<file path="config.mk">
export PLATFORM = sky130hd
export DESIGN_NAME = ivr_ring_writer
export DESIGN_NICKNAME = d
export VERILOG_FILES = /design/src/rtl/ivr_pkg.sv /design/src/rtl/ivr_regs.sv /design/src/rtl/ivr_ptr.sv /design/src/rtl/ivr_seq.sv /design/src/rtl/ivr_ring_writer.sv
export SDC_FILE = /design/constraint.sdc
export NUM_CORES = 1
export LEC_CHECK = 0
export ABC_AREA = 1
export BUFFER_PORTS_ARGS = -buffer_cell sky130_fd_sc_hd__buf_2
export CORE_UTILIZATION = 50
export CTS_CLUSTER_SIZE = 24
export DETAILED_ROUTE_END_ITERATION = 16
export PLACE_DENSITY = 0.72
export SKIP_CTS_REPAIR_TIMING = 1
export SYNTH_ARGS = -nofsm -noshare
export SYNTH_HDL_FRONTEND = slang
export SYNTH_SLANG_ARGS = --single-unit
</file>
<file path="constraint.sdc">
create_clock -name clk -period 4.4 [get_ports clk]
set_clock_uncertainty 0.15 [all_clocks]
set_input_delay 0.66 -clock clk [delete_from_list [all_inputs] [get_ports clk]]
set_output_delay 0.66 -clock clk [all_outputs]
set_load 0.02 [all_outputs]
</file>
<file path="src/rtl/ivr_pkg.sv">
package ivr_pkg;

    typedef enum logic [2:0] {
        PH_IDLE = 3'd0,
        PH_W0   = 3'd1,
        PH_W1   = 3'd2,
        PH_W2   = 3'd3,
        PH_W3   = 3'd4,
        PH_WB   = 3'd5
    } phase_e;

    // register indices
    localparam logic [2:0] RA_CTRL = 3'd0;
    localparam logic [2:0] RA_BASE = 3'd1;
    localparam logic [2:0] RA_RPTR = 3'd2;
    localparam logic [2:0] RA_WPTR = 3'd3;
    localparam logic [2:0] RA_WBLO = 3'd4;
    localparam logic [2:0] RA_WBHI = 3'd5;

    // control field positions
    localparam int CTRL_EN_BIT   = 0;
    localparam int CTRL_SIZE_LSB = 1;
    localparam int CTRL_SIZE_W   = 5;
    localparam int CTRL_CLR_BIT  = 6;
    localparam int CTRL_WB_BIT   = 7;
    localparam int CTRL_IRQ_BIT  = 8;

    localparam int ENTRY_BYTES     = 16;
    localparam int WORD_BYTES      = 4;
    localparam int WORDS_PER_ENTRY = 4;
    localparam int BASE_SHIFT      = 8;
    localparam int VEC_W           = WORDS_PER_ENTRY * 32;

endpackage

</file>
<file path="src/rtl/ivr_regs.sv">
module ivr_regs
    import ivr_pkg::*;
#(
    parameter int ADDR_W   = 40,
    parameter int PTR_W    = 16,
    parameter int MAX_LOG2 = 14
) (
    input  logic                         clk,
    input  logic                         rst_n,
    input  logic                         reg_we,
    input  logic [2:0]                   reg_addr,
    input  logic [31:0]                  reg_wdata,
    output logic [31:0]                  reg_rdata,
    input  logic [PTR_W-1:0]             wptr_i,
    input  logic                         ovf_i,
    output logic                         ring_en_o,
    output logic                         irq_en_o,
    output logic                         wb_en_o,
    output logic                         ovf_clr_o,
    output logic [PTR_W-1:0]             mask_o,
    output logic [PTR_W-1:0]             rptr_o,
    output logic [ADDR_W-BASE_SHIFT-1:0] base_o,
    output logic [ADDR_W-1:0]            wb_addr_o,
    output logic                         disable_o
);
    localparam int BASE_W = ADDR_W - BASE_SHIFT;
    localparam int HI_W   = ADDR_W - 32;
    localparam int PAD_W  = 31 - PTR_W;
    localparam logic [CTRL_SIZE_W-1:0] SZ_MIN = CTRL_SIZE_W'(2);
    localparam logic [CTRL_SIZE_W-1:0] SZ_MAX = CTRL_SIZE_W'(MAX_LOG2);

    typedef struct packed {
        logic                   ring_en;
        logic [CTRL_SIZE_W-1:0] size;
        logic                   ovf_clr;
        logic                   wb_en;
        logic                   irq_en;
        logic [BASE_W-1:0]      base;
        logic [PTR_W-1:0]       rptr;
        logic [31:0]            wb_lo;
        logic [HI_W-1:0]        wb_hi;
    } regs_t;

    regs_t s_q, s_d;
    logic [CTRL_SIZE_W-1:0] eff_size;
    logic [PTR_W:0]         span;
    logic [PTR_W:0]         span_m1;

    // ring mask from the clamped size field
    always_comb begin
        if (s_q.size < SZ_MIN)      eff_size = SZ_MIN;
        else if (s_q.size > SZ_MAX) eff_size = SZ_MAX;
        else                        eff_size = s_q.size;
        span    = {{PTR_W{1'b0}}, 1'b1} << (int'(eff_size) + 2);
        span_m1 = span - {{PTR_W{1'b0}}, 1'b1};
        mask_o  = span_m1[PTR_W-1:0];
    end

    always_comb begin
        s_d       = s_q;
        disable_o = 1'b0;
        if (reg_we) begin
            case (reg_addr)
                RA_CTRL: begin
                    s_d.ring_en = reg_wdata[CTRL_EN_BIT];
                    s_d.size    = reg_wdata[CTRL_SIZE_LSB +: CTRL_SIZE_W];
                    s_d.ovf_clr = reg_wdata[CTRL_CLR_BIT];
                    s_d.wb_en   = reg_wdata[CTRL_WB_BIT];
                    s_d.irq_en  = reg_wdata[CTRL_IRQ_BIT];
                    disable_o   = s_q.ring_en & ~reg_wdata[CTRL_EN_BIT];
                end
                RA_BASE: s_d.base  = BASE_W'(reg_wdata);
                RA_RPTR: s_d.rptr  = reg_wdata[PTR_W-1:0] & mask_o;
                RA_WBLO: s_d.wb_lo = reg_wdata;
                RA_WBHI: s_d.wb_hi = reg_wdata[HI_W-1:0];
                default: ;
            endcase
        end
        if (disable_o) s_d.rptr = '0;
    end

    always_ff @(posedge clk or negedge rst_n) begin
        if (!rst_n) s_q <= '0;
        else        s_q <= s_d;
    end

    always_comb begin
        case (reg_addr)
            RA_CTRL: reg_rdata = 32'({s_q.irq_en, s_q.wb_en, s_q.ovf_clr, s_q.size, s_q.ring_en});
            RA_BASE: reg_rdata = 32'(s_q.base);
            RA_RPTR: reg_rdata = 32'(s_q.rptr);
            RA_WPTR: reg_rdata = {ovf_i, {PAD_W{1'b0}}, wptr_i};
            RA_WBLO: reg_rdata = s_q.wb_lo;
            RA_WBHI: reg_rdata = 32'(s_q.wb_hi);
            default: reg_rdata = '0;
        endcase
    end

    assign ring_en_o = s_q.ring_en;
    assign irq_en_o  = s_q.irq_en;
    assign wb_en_o   = s_q.wb_en;
    assign ovf_clr_o = s_q.ovf_clr;
    assign rptr_o    = s_q.rptr;
    assign base_o    = s_q.base;
    assign wb_addr_o = {s_q.wb_hi, s_q.wb_lo};

endmodule

</file>
<file path="src/rtl/ivr_ptr.sv">
module ivr_ptr
    import ivr_pkg::*;
#(
    parameter int PTR_W = 16
) (
    input  logic             clk,
    input  logic             rst_n,
    input  logic             ring_en_i,
    input  logic             commit_i,
    input  logic             clear_i,
    input  logic             ovf_clr_i,
    input  logic [PTR_W-1:0] rptr_i,
    input  logic [PTR_W-1:0] mask_i,
    output logic [PTR_W-1:0] wptr_o,
    output logic             ovf_o
);
    typedef struct packed {
        logic [PTR_W-1:0] wptr;
        logic             ovf;
    } ptr_t;

    ptr_t             s_q, s_d;
    logic [PTR_W-1:0] nxt;

    always_comb begin
        s_d = s_q;
        nxt = (s_q.wptr + PTR_W'(ENTRY_BYTES)) & mask_i;
        if (commit_i && ring_en_i) begin
            s_d.wptr = nxt;
            // landing on the reader means the oldest slot was overwritten
            if (!ovf_clr_i && (nxt == rptr_i)) s_d.ovf = 1'b1;
        end
        if (ovf_clr_i) s_d.ovf = 1'b0;
        if (clear_i)   s_d = '0;
    end

    always_ff @(posedge clk or negedge rst_n) begin
        if (!rst_n) s_q <= '0;
        else        s_q <= s_d;
    end

    assign wptr_o = s_q.wptr;
    assign ovf_o  = s_q.ovf;

endmodule

</file>
<file path="src/rtl/ivr_seq.sv">
module ivr_seq
    import ivr_pkg::*;
#(
    parameter int ADDR_W = 40,
    parameter int PTR_W  = 16
) (
    input  logic                         clk,
    input  logic                         rst_n,
    input  logic                         ring_en_i,
    input  logic                         wb_en_i,
    input  logic                         vec_valid_i,
    input  logic [VEC_W-1:0]             vec_data_i,
    input  logic [ADDR_W-BASE_SHIFT-1:0] base_i,
    input  logic [PTR_W-1:0]             wptr_i,
    input  logic                         ovf_i,
    input  logic [ADDR_W-1:0]            wb_addr_i,
    output logic                         vec_ready_o,
    output logic                         mem_we_o,
    output logic [ADDR_W-1:0]            mem_addr_o,
    output logic [31:0]                  mem_wdata_o,
    output logic                         commit_o,
    output phase_e                       phase_o
);
    localparam int PAD_W = 31 - PTR_W;

    typedef struct packed {
        phase_e            phase;
        logic [VEC_W-1:0]  hold;
        logic [ADDR_W-1:0] ent_addr;
    } seq_t;

    seq_t        s_q, s_d;
    logic [31:0] word_sel [WORDS_PER_ENTRY];
    logic [1:0]  widx;

    for (genvar g = 0; g < WORDS_PER_ENTRY; g++) begin : g_word
        assign word_sel[g] = s_q.hold[32*g +: 32];
    end

    always_comb begin
        case (s_q.phase)
            PH_W1:   widx = 2'd1;
            PH_W2:   widx = 2'd2;
            PH_W3:   widx = 2'd3;
            default: widx = 2'd0;
        endcase
    end

    always_comb begin
        s_d         = s_q;
        vec_ready_o = 1'b0;
        mem_we_o    = 1'b0;
        mem_addr_o  = '0;
        mem_wdata_o = '0;
        commit_o    = 1'b0;
        case (s_q.phase)
            PH_IDLE: begin
                vec_ready_o = ring_en_i;
                if (ring_en_i && vec_valid_i) begin
                    s_d.hold     = vec_data_i;
                    s_d.ent_addr = {base_i, {BASE_SHIFT{1'b0}}} + ADDR_W'(wptr_i);
                    s_d.phase    = PH_W0;
                end
            end
            PH_W0, PH_W1, PH_W2, PH_W3: begin
                mem_we_o    = 1'b1;
                mem_addr_o  = s_q.ent_addr + ADDR_W'(int'(widx) * WORD_BYTES);
                mem_wdata_o = word_sel[widx];
                if (s_q.phase == PH_W3) begin
                    commit_o  = 1'b1;
                    s_d.phase = wb_en_i ? PH_WB : PH_IDLE;
                end else begin
                    s_d.phase = phase_e'(s_q.phase + 3'd1);
                end
            end
            PH_WB: begin
                // pointer register already holds the committed value here
                mem_we_o    = 1'b1;
                mem_addr_o  = wb_addr_i;
                mem_wdata_o = {ovf_i, {PAD_W{1'b0}}, wptr_i};
                s_d.phase   = PH_IDLE;
            end
            default: s_d.phase = PH_IDLE;
        endcase
    end

    always_ff @(posedge clk or negedge rst_n) begin
        if (!rst_n) s_q <= '0;
        else        s_q <= s_d;
    end

    assign phase_o = s_q.phase;

endmodule

</file>
<file path="src/rtl/ivr_ring_writer.sv">
module ivr_ring_writer
    import ivr_pkg::*;
#(
    parameter int ADDR_W   = 40,
    parameter int MAX_LOG2 = 14
) (
    input  logic              clk,
    input  logic              rst_n,
    input  logic              reg_we,
    input  logic [2:0]        reg_addr,
    input  logic [31:0]       reg_wdata,
    output logic [31:0]       reg_rdata,
    input  logic              vec_valid,
    input  logic [127:0]      vec_data,
    output logic              vec_ready,
    output logic              mem_we,
    output logic [ADDR_W-1:0] mem_addr,
    output logic [31:0]       mem_wdata,
    output logic              irq_out
);
    localparam int PTR_W  = MAX_LOG2 + 2;
    localparam int BASE_W = ADDR_W - BASE_SHIFT;

    logic              ring_en_w, irq_en_w, wb_en_w, ovf_clr_w, disable_w;
    logic              commit_w, ovf_w;
    logic [PTR_W-1:0]  mask_w, rptr_w, wptr_w;
    logic [BASE_W-1:0] base_w;
    logic [ADDR_W-1:0] wb_addr_w;
    phase_e            phase_w;

    ivr_regs #(
        .ADDR_W   (ADDR_W),
        .PTR_W    (PTR_W),
        .MAX_LOG2 (MAX_LOG2)
    ) u_regs (
        .clk       (clk),
        .rst_n     (rst_n),
        .reg_we    (reg_we),
        .reg_addr  (reg_addr),
        .reg_wdata (reg_wdata),
        .reg_rdata (reg_rdata),
        .wptr_i    (wptr_w),
        .ovf_i     (ovf_w),
        .ring_en_o (ring_en_w),
        .irq_en_o  (irq_en_w),
        .wb_en_o   (wb_en_w),
        .ovf_clr_o (ovf_clr_w),
        .mask_o    (mask_w),
        .rptr_o    (rptr_w),
        .base_o    (base_w),
        .wb_addr_o (wb_addr_w),
        .disable_o (disable_w)
    );

    ivr_ptr #(
        .PTR_W (PTR_W)
    ) u_ptr (
        .clk       (clk),
        .rst_n     (rst_n),
        .ring_en_i (ring_en_w),
        .commit_i  (commit_w),
        .clear_i   (disable_w),
        .ovf_clr_i (ovf_clr_w),
        .rptr_i    (rptr_w),
        .mask_i    (mask_w),
        .wptr_o    (wptr_w),
        .ovf_o     (ovf_w)
    );

    ivr_seq #(
        .ADDR_W (ADDR_W),
        .PTR_W  (PTR_W)
    ) u_seq (
        .clk         (clk),
        .rst_n       (rst_n),
        .ring_en_i   (ring_en_w),
        .wb_en_i     (wb_en_w),
        .vec_valid_i (vec_valid),
        .vec_data_i  (vec_data),
        .base_i      (base_w),
        .wptr_i      (wptr_w),
        .ovf_i       (ovf_w),
        .wb_addr_i   (wb_addr_w),
        .vec_ready_o (vec_ready),
        .mem_we_o    (mem_we),
        .mem_addr_o  (mem_addr),
        .mem_wdata_o (mem_wdata),
        .commit_o    (commit_w),
        .phase_o     (phase_w)
    );

    always_comb begin
        irq_out = irq_en_w & ring_en_w & ((wptr_w != rptr_w) | ovf_w);
    end

endmodule

</file>
==> results.json, run 1 <==
{
  "layout_commonest_cell": "nand2_1",
  "fin_crit_ns": 4.46,
  "start_util": 0.515,
  "startpoint_type": "flop",
  "synth-warning-count": 0,
  "grt_max_degree": 171,
  "slowest_delay_ns": 0.40,
  "synthCells": 2185,
  "overflow": 0,
  "ios": 274,
  "synth_cell_type_count": 50,
  "seqCellArea_um2": 7130,
  "clk_latency_ns": 0.52,
  "power.density_nw_per_um2": 649,
  "coreArea_um2": 30900,
  "fin_util": 0.617,
  "setup_viol": 4,
  "io_buffer_count": 273,
  "rows": 64,
  "drt_first_iter_violations": 1447,
  "cts_tree": "done",
  "hp-class": "in2async",
  "tightest_slew_ns": 1.14,
  "syn_nets": 2371,
  "path_max_fanout": 5,
  "fillCellCount": 2903,
  "cts_buffer_depth": 3,
  "relSlewSlack": 0.239,
  "hold_viol_final": 0,
  "rsz0062_at_grt": "true",
  "endpoint_kind": "primary output",
  "synth_seq_cells": 285,
  "synthTopCellsByArea": "dfrtp_1 45%, nand2_1 19%, o21ai_0 6.6%, inv_1 5.0%, nand3_1 3.6%",
  "drive_above_1_share": 0.183,
  "criticalPathCategory": "reg2out",
  "holdWs_ns": 0.119,
  "syn_avg_cell_area_um2": 7.28,
  "synth_area_leader_cell": "dfrtp_1",
  "syn-cell-area_um2": 15900,
  "wl_per_cell_um": 20.3,
  "fmax_mhz": 224,
  "vias": 16300,
  "first_pass_iters": 5,
  "die_w_um": 180,
  "antenna_found_initial": 1,
  "grt_pass1_vias": 15600,
  "required_ns": 3.59,
  "crit_arrival_ns": 3.65,
  "status": "finished with violations",
  "wl_um": 58000,
  "p_total_w": 0.0124,
  "die_area_um2": 32500,
  "final_cell_mix": "781 x nand2_1, 285 x dfrtp_1, 266 x buf_2, 208 x o21ai_0, 204 x inv_1",
  "period_share": 1.01,
  "peakVddDrop_uv": 511,
  "drv_slew": 0,
  "synth_top_area_frac": 0.448,
  "grt_pass1_wl_um": 89400,
  "slowest_stage": "dfrtp_1",
  "htreeDepth": 2,
  "postRouteAntennaNets": 0,
  "maxCapViolations": 0,
  "cpMostUsedCell": "nand2_2",
  "area_growth_pct": 19.9,
  "clkSinkCount": 285,
  "rrSetupSlack_ns": 0.54,
  "cts_buffers": 35,
  "viasPerCell": 5.70,
  "clkSlewWorstSetupHoldPaths_ns": 0.06,
  "seq_area_frac_synth": 0.448,
  "place.gp.congestion": 1.01,
  "dp_hpwl_um": 42400,
  "die_h_um": 180,
  "nets": 2620,
  "cts_root_buffer": "clkbuf_16",
  "cp_cell_sequence": "inv_2 -> ha_4 -> nand2_4 -> inv_4 -> a21oi_4 -> inv_2 -> ha_4 -> nand2_2 -> nand2_2 -> nand2_2 -> nor2_4 -> nand2_2 -> inv_4 -> nand2_4 -> nor3_2 -> inv_1 -> nor3_2 -> nand2_2 -> nor2_4 -> nand3_4 -> o21bai_1 -> nand3_1 -> o21ai_2 -> buf_6",
  "p_leak_nw": 9.89,
  "setup_ws_ns": -0.0555,
  "multiInputGateArea_um2": 7800,
  "grt_use_total": 0.357,
  "drc": 0,
  "violations": "setup timing",
  "fin_tns_setup_ns": -0.0948
}
kinds of logic (layout without fill, tap and decap cells):
kind of cell             after synthesis  count (layout)  share of synthesized area
AND/OR/NAND/NOR                     1131            1131                      0.296
AO/OA/AOI/OAI                        390             390                      0.140
buffers and inverters                315             588                     0.0749
flip-flops                           285             285                      0.448
XOR/XNOR                              45              45                     0.0248
adder cells (fa/ha/maj)               19              19                     0.0159
other                                  0               1                          0
synth_stat cells (all sizes together):
| master | count |
|---|---|
| nand3b | 1 |
| a41oi | 1 |
| a31oi | 7 |
| inv | 216 |
| dfrtp | 285 |
| xor2 | 41 |
| nand2 | 806 |
| o2111ai | 1 |
| a21o | 1 |
| o21ai | 216 |
| a32o | 2 |
| a221oi | 6 |
| or2 | 2 |
| o221ai | 12 |
| a21oi | 50 |
| o21bai | 11 |
| nor2 | 130 |
| xnor2 | 4 |
| fa | 2 |
| nor3 | 26 |
| a32oi | 1 |
| nor4 | 12 |
| ha | 17 |
| o211ai | 4 |
| clkinv | 2 |
| a211oi | 1 |
| nand4 | 38 |
| o22ai | 63 |
| a221o | 1 |
| clkbuf | 90 |
| nand3 | 115 |
| or4 | 1 |
| o32ai | 10 |
| buf | 7 |
| o31ai | 3 |
registers in the layout (all words and copies together), names as in the netlist:
| name | cells |
|---|---|
| u_regs.wb_en_o | 1 |
| u_regs.wb_addr_o | 40 |
| u_seq.s_q | 168 |
| u_regs.s_q | 5 |
| u_regs.ring_en_o | 1 |
| u_regs.ovf_clr_o | 1 |
| u_regs.irq_en_o | 1 |
| u_seq.phase_o | 3 |
| u_ptr.ovf_o | 1 |
| u_regs.base_o | 32 |
| u_regs.rptr_o | 16 |
| u_ptr.wptr_o | 16 |
per-layer routing:
metal,wire length [µm],global-route usage
met5,10,0
met4,2540,0.150
met3,4930,0.0647
met2,26600,0.571
met1,23900,0.477
final timing paths:
path	startpoint	to	depth (start not counted)
max	u_seq.phase_o[0]	mem_addr[33]	24
min	rst_n	u_regs.base_o[19]	1
max reg2reg	u_regs.s_q[92]	u_ptr.ovf_o	20
min reg2reg	u_seq.s_q[56]	u_seq.s_q[56]	2
max in group asynchronous	rst_n	u_regs.base_o[7]	2
min in group clk	vec_data[113]	u_seq.s_q[153]	3
layout make-up:
cell class | instances | area share
timing repair buffer | 309 | 0.0912
sequential | 285 | 0.374
clock buffer | 51 | 0.0532
inverter | 218 | 0.0433
antenna | 1 | 0.000131
multi-input combinational | 1585 | 0.409
clock inverter | 10 | 0.00380
tap | 396 | 0.0260
metrics by stage:
stage	area (µm²)	worst slack, ns	std cells
2_1_floorplan	15900	0.0864	2185
3_3_place_gp	17700	0.107	2783
3_5_place_dp	17700	-0.0604	2783
4_1_cts	18800	-0.628	2844
5_1_grt	19100	-0.226	2854
6_report	19100	-0.0555	2855
power by group:
| part | total (W) | internal, W | switching, W |
|---|---|---|---|
| logic | 0.00541 | 0.00165 | 0.00375 |
| clock network | 0.00274 | 0.00160 | 0.00114 |
| registers | 0.00424 | 0.00353 | 0.000710 |
| total | 0.0124 | 0.00679 | 0.00560 |
critical path: cells and delay by family, from the launching register on:
kind	cells	cell delay, ns
AO/OA/AOI/OAI	3	0.38
flip-flops	1	0.40
adder cells (fa/ha/maj)	2	0.43
AND/OR/NAND/NOR	13	1.38
buffers and inverters	6	0.53
No activity file was read; power rests on OpenSTA's default activity.
==> run 2: changes to the inputs <==
Settings changed: CELL_PAD_IN_SITES_DETAIL_PLACEMENT from default to 1, CELL_PAD_IN_SITES_GLOBAL_PLACEMENT from default to 1, CORE_UTILIZATION 50 to 41, PLACE_DENSITY 0.72 to default, PLACE_DENSITY_LB_ADDON from default to 0.1.
==> run 2 against run 1 <==
Against the previous run: the run still ends with setup timing left; final area increased by 0.94%; non-clock buffer count increased by 10; sequential cell count unchanged; utilization decreased by 11 points; global-route usage decreased by 2.3 points; first-iteration DRC count decreased by 32%; routed wire length increased by 13%; total power increased by 1.4%.
==> results.json, run 2 (synthesis results as in run 1) <==
{
  "overflow": 0,
  "first_pass_iters": 5,
  "relSlewSlack": 0.448,
  "drt_first_iter_violations": 978,
  "htreeDepth": 2,
  "vias": 16400,
  "final_cell_mix": "781 x nand2_1, 285 x dfrtp_1, 269 x buf_2, 209 x o21ai_0, 205 x inv_1",
  "nets": 2630,
  "fillCellCount": 4912,
  "cts_buffer_depth": 3,
  "criticalPathCategory": "reg2out",
  "startpoint_type": "flop",
  "die_h_um": 199,
  "wl_um": 65400,
  "power.density_nw_per_um2": 652,
  "cts_buffers": 35,
  "violations": "setup timing",
  "p_leak_nw": 9.93,
  "grt_pass1_wl_um": 98600,
  "status": "finished with violations",
  "largest_reg_flops": 168,
  "maxCapViolations": 0,
  "postRouteAntennaNets": 0,
  "fmax_mhz": 222,
  "coreArea_um2": 37900,
  "wl_per_cell_um": 22.0,
  "clk_latency_ns": 0.57,
  "place.gp.congestion": 0.978,
  "fin_crit_ns": 4.51,
  "max_flop_register": "u_seq.s_q",
  "start_util": 0.420,
  "dp_hpwl_um": 48200,
  "viasPerCell": 5.50,
  "setup_ws_ns": -0.114,
  "area_growth_pct": 21.0,
  "peakVddDrop_uv": 474,
  "grt_max_degree": 171,
  "drc": 0,
  "p_total_w": 0.0126,
  "drv_slew": 0,
  "rsz0062_at_grt": "true",
  "io_buffer_count": 273,
  "hold_viol_final": 0,
  "layout_commonest_cell": "nand2_1",
  "die_area_um2": 39600,
  "antenna_found_initial": 8,
  "hp-class": "in2reg",
  "cts_tree": "done",
  "dp_cells": 2902,
  "setup_viol": 4,
  "required_ns": 3.59,
  "tightest_slew_ns": 0.828,
  "clkSlewWorstSetupHoldPaths_ns": 0.06,
  "clkSinkCount": 285,
  "multiInputGateArea_um2": 7780,
  "path_max_fanout": 4,
  "cts_root_buffer": "clkbuf_16",
  "grt_use_total": 0.334,
  "drive_above_1_share": 0.184,
  "grt_pass1_vias": 16600,
  "fin_cells": 2978,
  "endpoint_kind": "primary output",
  "crit_arrival_ns": 3.70,
  "seqCellArea_um2": 7130,
  "die_w_um": 199,
  "period_share": 1.03,
  "ios": 274,
  "rows": 71
}
-- run 2: changes by cell type in the layout (fill, tap and decap cells not counted), sizes merged --
cell,previous run,this run
diode,1,2
buf,309,318
clkbuf,51,50
clkinv,11,8
dlygate4sd3,0,1
bufinv,0,1
-- run 2: through the flow --
stage	TNS [ns]	setup WS (ns)	cell area, µm²	hold WS, ns	util
after floorplan	0	0.0864	15900	0.214	-
after detailed placement	-0.0342	-0.0342	17800	0.304	0.470
after CTS	-5.98	-0.700	18900	-0.0340	0.499
after global placement	0	0.185	17800	0.300	0.470
after global routing	-2.13	-0.329	19300	0.136	0.508
final	-0.227	-0.114	19300	0.142	0.508
-- run 2: layout make-up --
| cell class | count | area share |
|---|---|---|
| Timing Repair Buffer | 319 | 0.0925 |
| Multi-Input combinational cell | 1585 | 0.404 |
| Clock buffer | 50 | 0.0526 |
| Sequential cell | 285 | 0.370 |
| Antenna cell | 2 | 0.000260 |
| Inverter | 218 | 0.0429 |
| Tap cell | 511 | 0.0332 |
| Clock inverter | 8 | 0.00455 |
-- run 2: per-layer routing --
layer / up-vias / share of wire / global-route usage
li1: 7637 / - / -
met1: 8120 / 0.44 / 0.446
met2: 486 / 0.46 / 0.529
met3: 129 / 0.059 / 0.0627
met4: 14 / 0.040 / 0.140
met5: - / 0.0015 / 0
-- run 2: report_power, final --
group          switching, W  internal, W
Combinational       0.00381      0.00164
Clock               0.00120      0.00166
Sequential         0.000738      0.00353
-- run 2: path summary, 6_finish.rpt --
| path | slack, ns | from | to | cells past startpoint |
|---|---|---|---|---|
| max in group asynchronous | 2.56 | rst_n | u_ptr.wptr_o[11] | 3 |
| min in group asynchronous | 0.51 | rst_n | u_regs.base_o[15] | 2 |
| setup reg to reg | 0.61 | u_regs.s_q[92] | u_ptr.ovf_o | 21 |
| setup / recovery | -0.11 | u_seq.phase_o[1] | mem_addr[33] | 24 |
| hold / removal | 0.14 | vec_data[123] | u_seq.s_q[163] | 3 |
| hold reg to reg | 0.32 | u_seq.s_q[61] | u_seq.s_q[61] | 2 |
-- run 2: critical path, cell delays in order, from the launching register on --
cell      delay [ns]
dfrtp_1         0.37
inv_2           0.07
ha_4            0.17
nand2_4         0.09
inv_4           0.05
a21oi_4         0.12
inv_2           0.08
ha_4            0.26
nand2_2         0.04
nand2_2         0.08
nand2_2         0.07
nor2_4          0.12
nand2_2         0.08
inv_4           0.09
nand2_4         0.06
nor3_2          0.16
inv_1           0.09
nor3_2          0.21
nand2_2         0.11
nor2_4          0.16
nand3_2         0.12
o21bai_1        0.16
nand3_1         0.08
o21ai_1         0.12
buf_4           0.17
==> run 3: changes to the inputs <==
Settings changed: CORE_ASPECT_RATIO from default to 1.5.
==> run 3 against run 2 <==
Against the previous run: critical path depth stayed put; the flow finishes with violations (hold timing, setup timing); utilization is 0.13 points higher; non-clock buffer count is 10 higher; global-route usage is 0.73 points lower; combinational power is 1% higher; critical endpoint unchanged; clock power is 4% higher; via count is 0.36% higher; count of clock-buffer cells in the layout is 9 lower; setup slack worse by 0.18 ns.
==> results.json, run 3 (synthesis results as in run 1) <==
{
  "status": "finished with violations",
  "violations": "hold timing, setup timing",
  "fin_util": 0.509,
  "path_max_fanout": 4,
  "criticalPathCategory": "reg2out",
  "clkSlewWorstSetupHoldPaths_ns": 0.07,
  "final_cell_mix": "776 x nand2_1, 285 x dfrtp_1, 263 x buf_2, 207 x o21ai_0, 204 x inv_1",
  "largest_reg_flops": 168,
  "nets": 2635,
  "setup_viol": 17,
  "relSlewSlack": 0.178,
  "htreeDepth": 1,
  "holdWs_ns": -0.0458,
  "place_area_um2": 17800,
  "cpMostUsedCell": "nand2_2",
  "die_w_um": 163,
  "fillCellCount": 4906,
  "slowest_delay_ns": 0.39,
  "rows": 88,
  "slowest_stage": "dfrtp_1",
  "viasPerCell": 5.54,
  "drv_slew": 0,
  "tightest_slew_ns": 1.23,
  "overflow": 0,
  "die_area_um2": 39600,
  "io_buffer_count": 273,
  "layout_commonest_cell": "nand2_1",
  "cp.depth": 24,
  "drive_above_1_share": 0.193,
  "timing.rr.end": "u_ptr.ovf_o",
  "hold_viol_final": 10,
  "design_area_um2": 19500,
  "fmax_mhz": 213,
  "antenna_found_initial": 2,
  "period_share": 1.07,
  "cts_root_buffer": "clkbuf_16",
  "max_flop_register": "u_seq.s_q",
  "first_pass_iters": 8,
  "fin_tns_setup_ns": -2.66,
  "cts_buffers": 30,
  "crit_path_end": "mem_addr[33]",
  "p_leak_nw": 10.1,
  "reg2reg_depth": 22,
  "place.gp.congestion": 0.939,
  "rrSetupSlack_ns": 0.46,
  "wl_um": 65900,
  "clkSinkCount": 285,
  "postRouteAntennaNets": 0,
  "crit_arrival_ns": 3.88,
  "clk_latency_ns": 0.59,
  "diodes": 0,
  "startpoint_type": "flop",
  "worstReg2RegStart": "u_regs.s_q[92]",
  "setup_ws_ns": -0.291,
  "maxCapViolations": 0,
  "grt_pass1_wl_um": 98800,
  "area_growth_pct": 22.6,
  "power.density_nw_per_um2": 654,
  "cp.buffers_inverters": 6,
  "cts_tree": "done",
  "cp_top_family": "simple AND/OR/NAND/NOR gates",
  "drc": 0,
  "ios": 274,
  "endpoint_kind": "primary output",
  "cp_cell_sequence": "inv_2 -> ha_4 -> nand2_2 -> inv_2 -> a21oi_2 -> inv_2 -> ha_4 -> nand2_2 -> nand2_2 -> nand2_2 -> nor2_4 -> nand2_2 -> inv_4 -> nand2_4 -> nor3_4 -> inv_2 -> nor3_2 -> nand2_1 -> nor2_2 -> nand3_2 -> o21bai_1 -> nand3_1 -> o21ai_2 -> buf_6",
  "grt_use_total": 0.326,
  "required_ns": 3.59,
  "post-place-ws_ns": -0.0906,
  "wl_per_cell_um": 22.2,
  "start_util": 0.415,
  "crit_start": "u_seq.phase_o[0]",
  "fin_crit_ns": 4.69,
  "peakVddDrop_uv": 485,
  "die_h_um": 243,
  "grt_pass1_vias": 17100,
  "vias": 16400,
  "drt_first_iter_violations": 995,
  "grt_max_degree": 171,
  "rsz0062_at_grt": "true",
  "cts_buffer_depth": 3,
  "hp-class": "in2async",
  "dp_hpwl_um": 48000,
  "coreArea_um2": 38300
}
-- run 3: changes by cell type in the layout (fill, tap and decap cells not counted), moves of 4 or more --
| cell | change |
|---|---|
| bufinv_16 | +7 |
| nand2_2 | +4 |
| buf_6 | +5 |
| nand2_1 | -5 |
| buf_2 | -6 |
| buf_4 | +8 |
| clkbuf_8 | -4 |
-- run 3: through the flow --
stage	hold WS, ns	total power [W]	cells
after floorplan	0.214	0.00746	2185
after CTS	0.00876	0.0125	2940
after global routing	0.0216	0.0135	2967
after detailed placement	0.304	0.00955	2885
final	-0.0458	0.0128	2967
after global placement	0.300	0.00937	2885
-- run 3: worst min-delay path by stage --
| stage | start | endpoint | slack [ns] | cells past startpoint |
|---|---|---|---|---|
| 6_report | rst_n | u_regs.wb_addr_o[10] | -0.05 | 1 |
| 5_1_grt | rst_n | u_regs.wb_addr_o[10] | 0.02 | 1 |
| 4_1_cts | rst_n | u_seq.s_q[21] | 0.009 | 1 |
| 3_5_place_dp | u_seq.s_q[70] | u_seq.s_q[70] | 0.30 | 2 |
| 3_3_place_gp | u_seq.s_q[156] | u_seq.s_q[156] | 0.30 | 2 |
| 2_1_floorplan | rst_n | u_ptr.ovf_o | 0.21 | 0 |
-- run 3: layout make-up --
cell class | count | area, µm² | area share
multi-input cells | 1585 | 7860 | 0.403
flip-flops and latches | 285 | 7130 | 0.366
repair buffers | 329 | 1950 | 0.0998
clock buffers | 41 | 853 | 0.0437
inverters | 218 | 823 | 0.0422
well taps | 495 | 619 | 0.0318
clock inverters | 14 | 273 | 0.0140
-- run 3: report_power, final --
group | internal (W) | leakage (nW) | switching, W
logic | 0.00174 | 5.93 | 0.00378
clock network | 0.00182 | 0.551 | 0.00113
registers | 0.00352 | 3.60 | 0.000767
-- run 3: layer usage --
metal | global-route usage | part of all wire | vias up | wire length, µm
li1 | - | - | 7641 | -
met1 | 0.384 | 0.39 | 8122 | 25800
met2 | 0.576 | 0.51 | 512 | 33500
met3 | 0.0402 | 0.045 | 166 | 2990
met4 | 0.168 | 0.054 | 4 | 3570
met5 | 0 | 0.00033 | - | 22
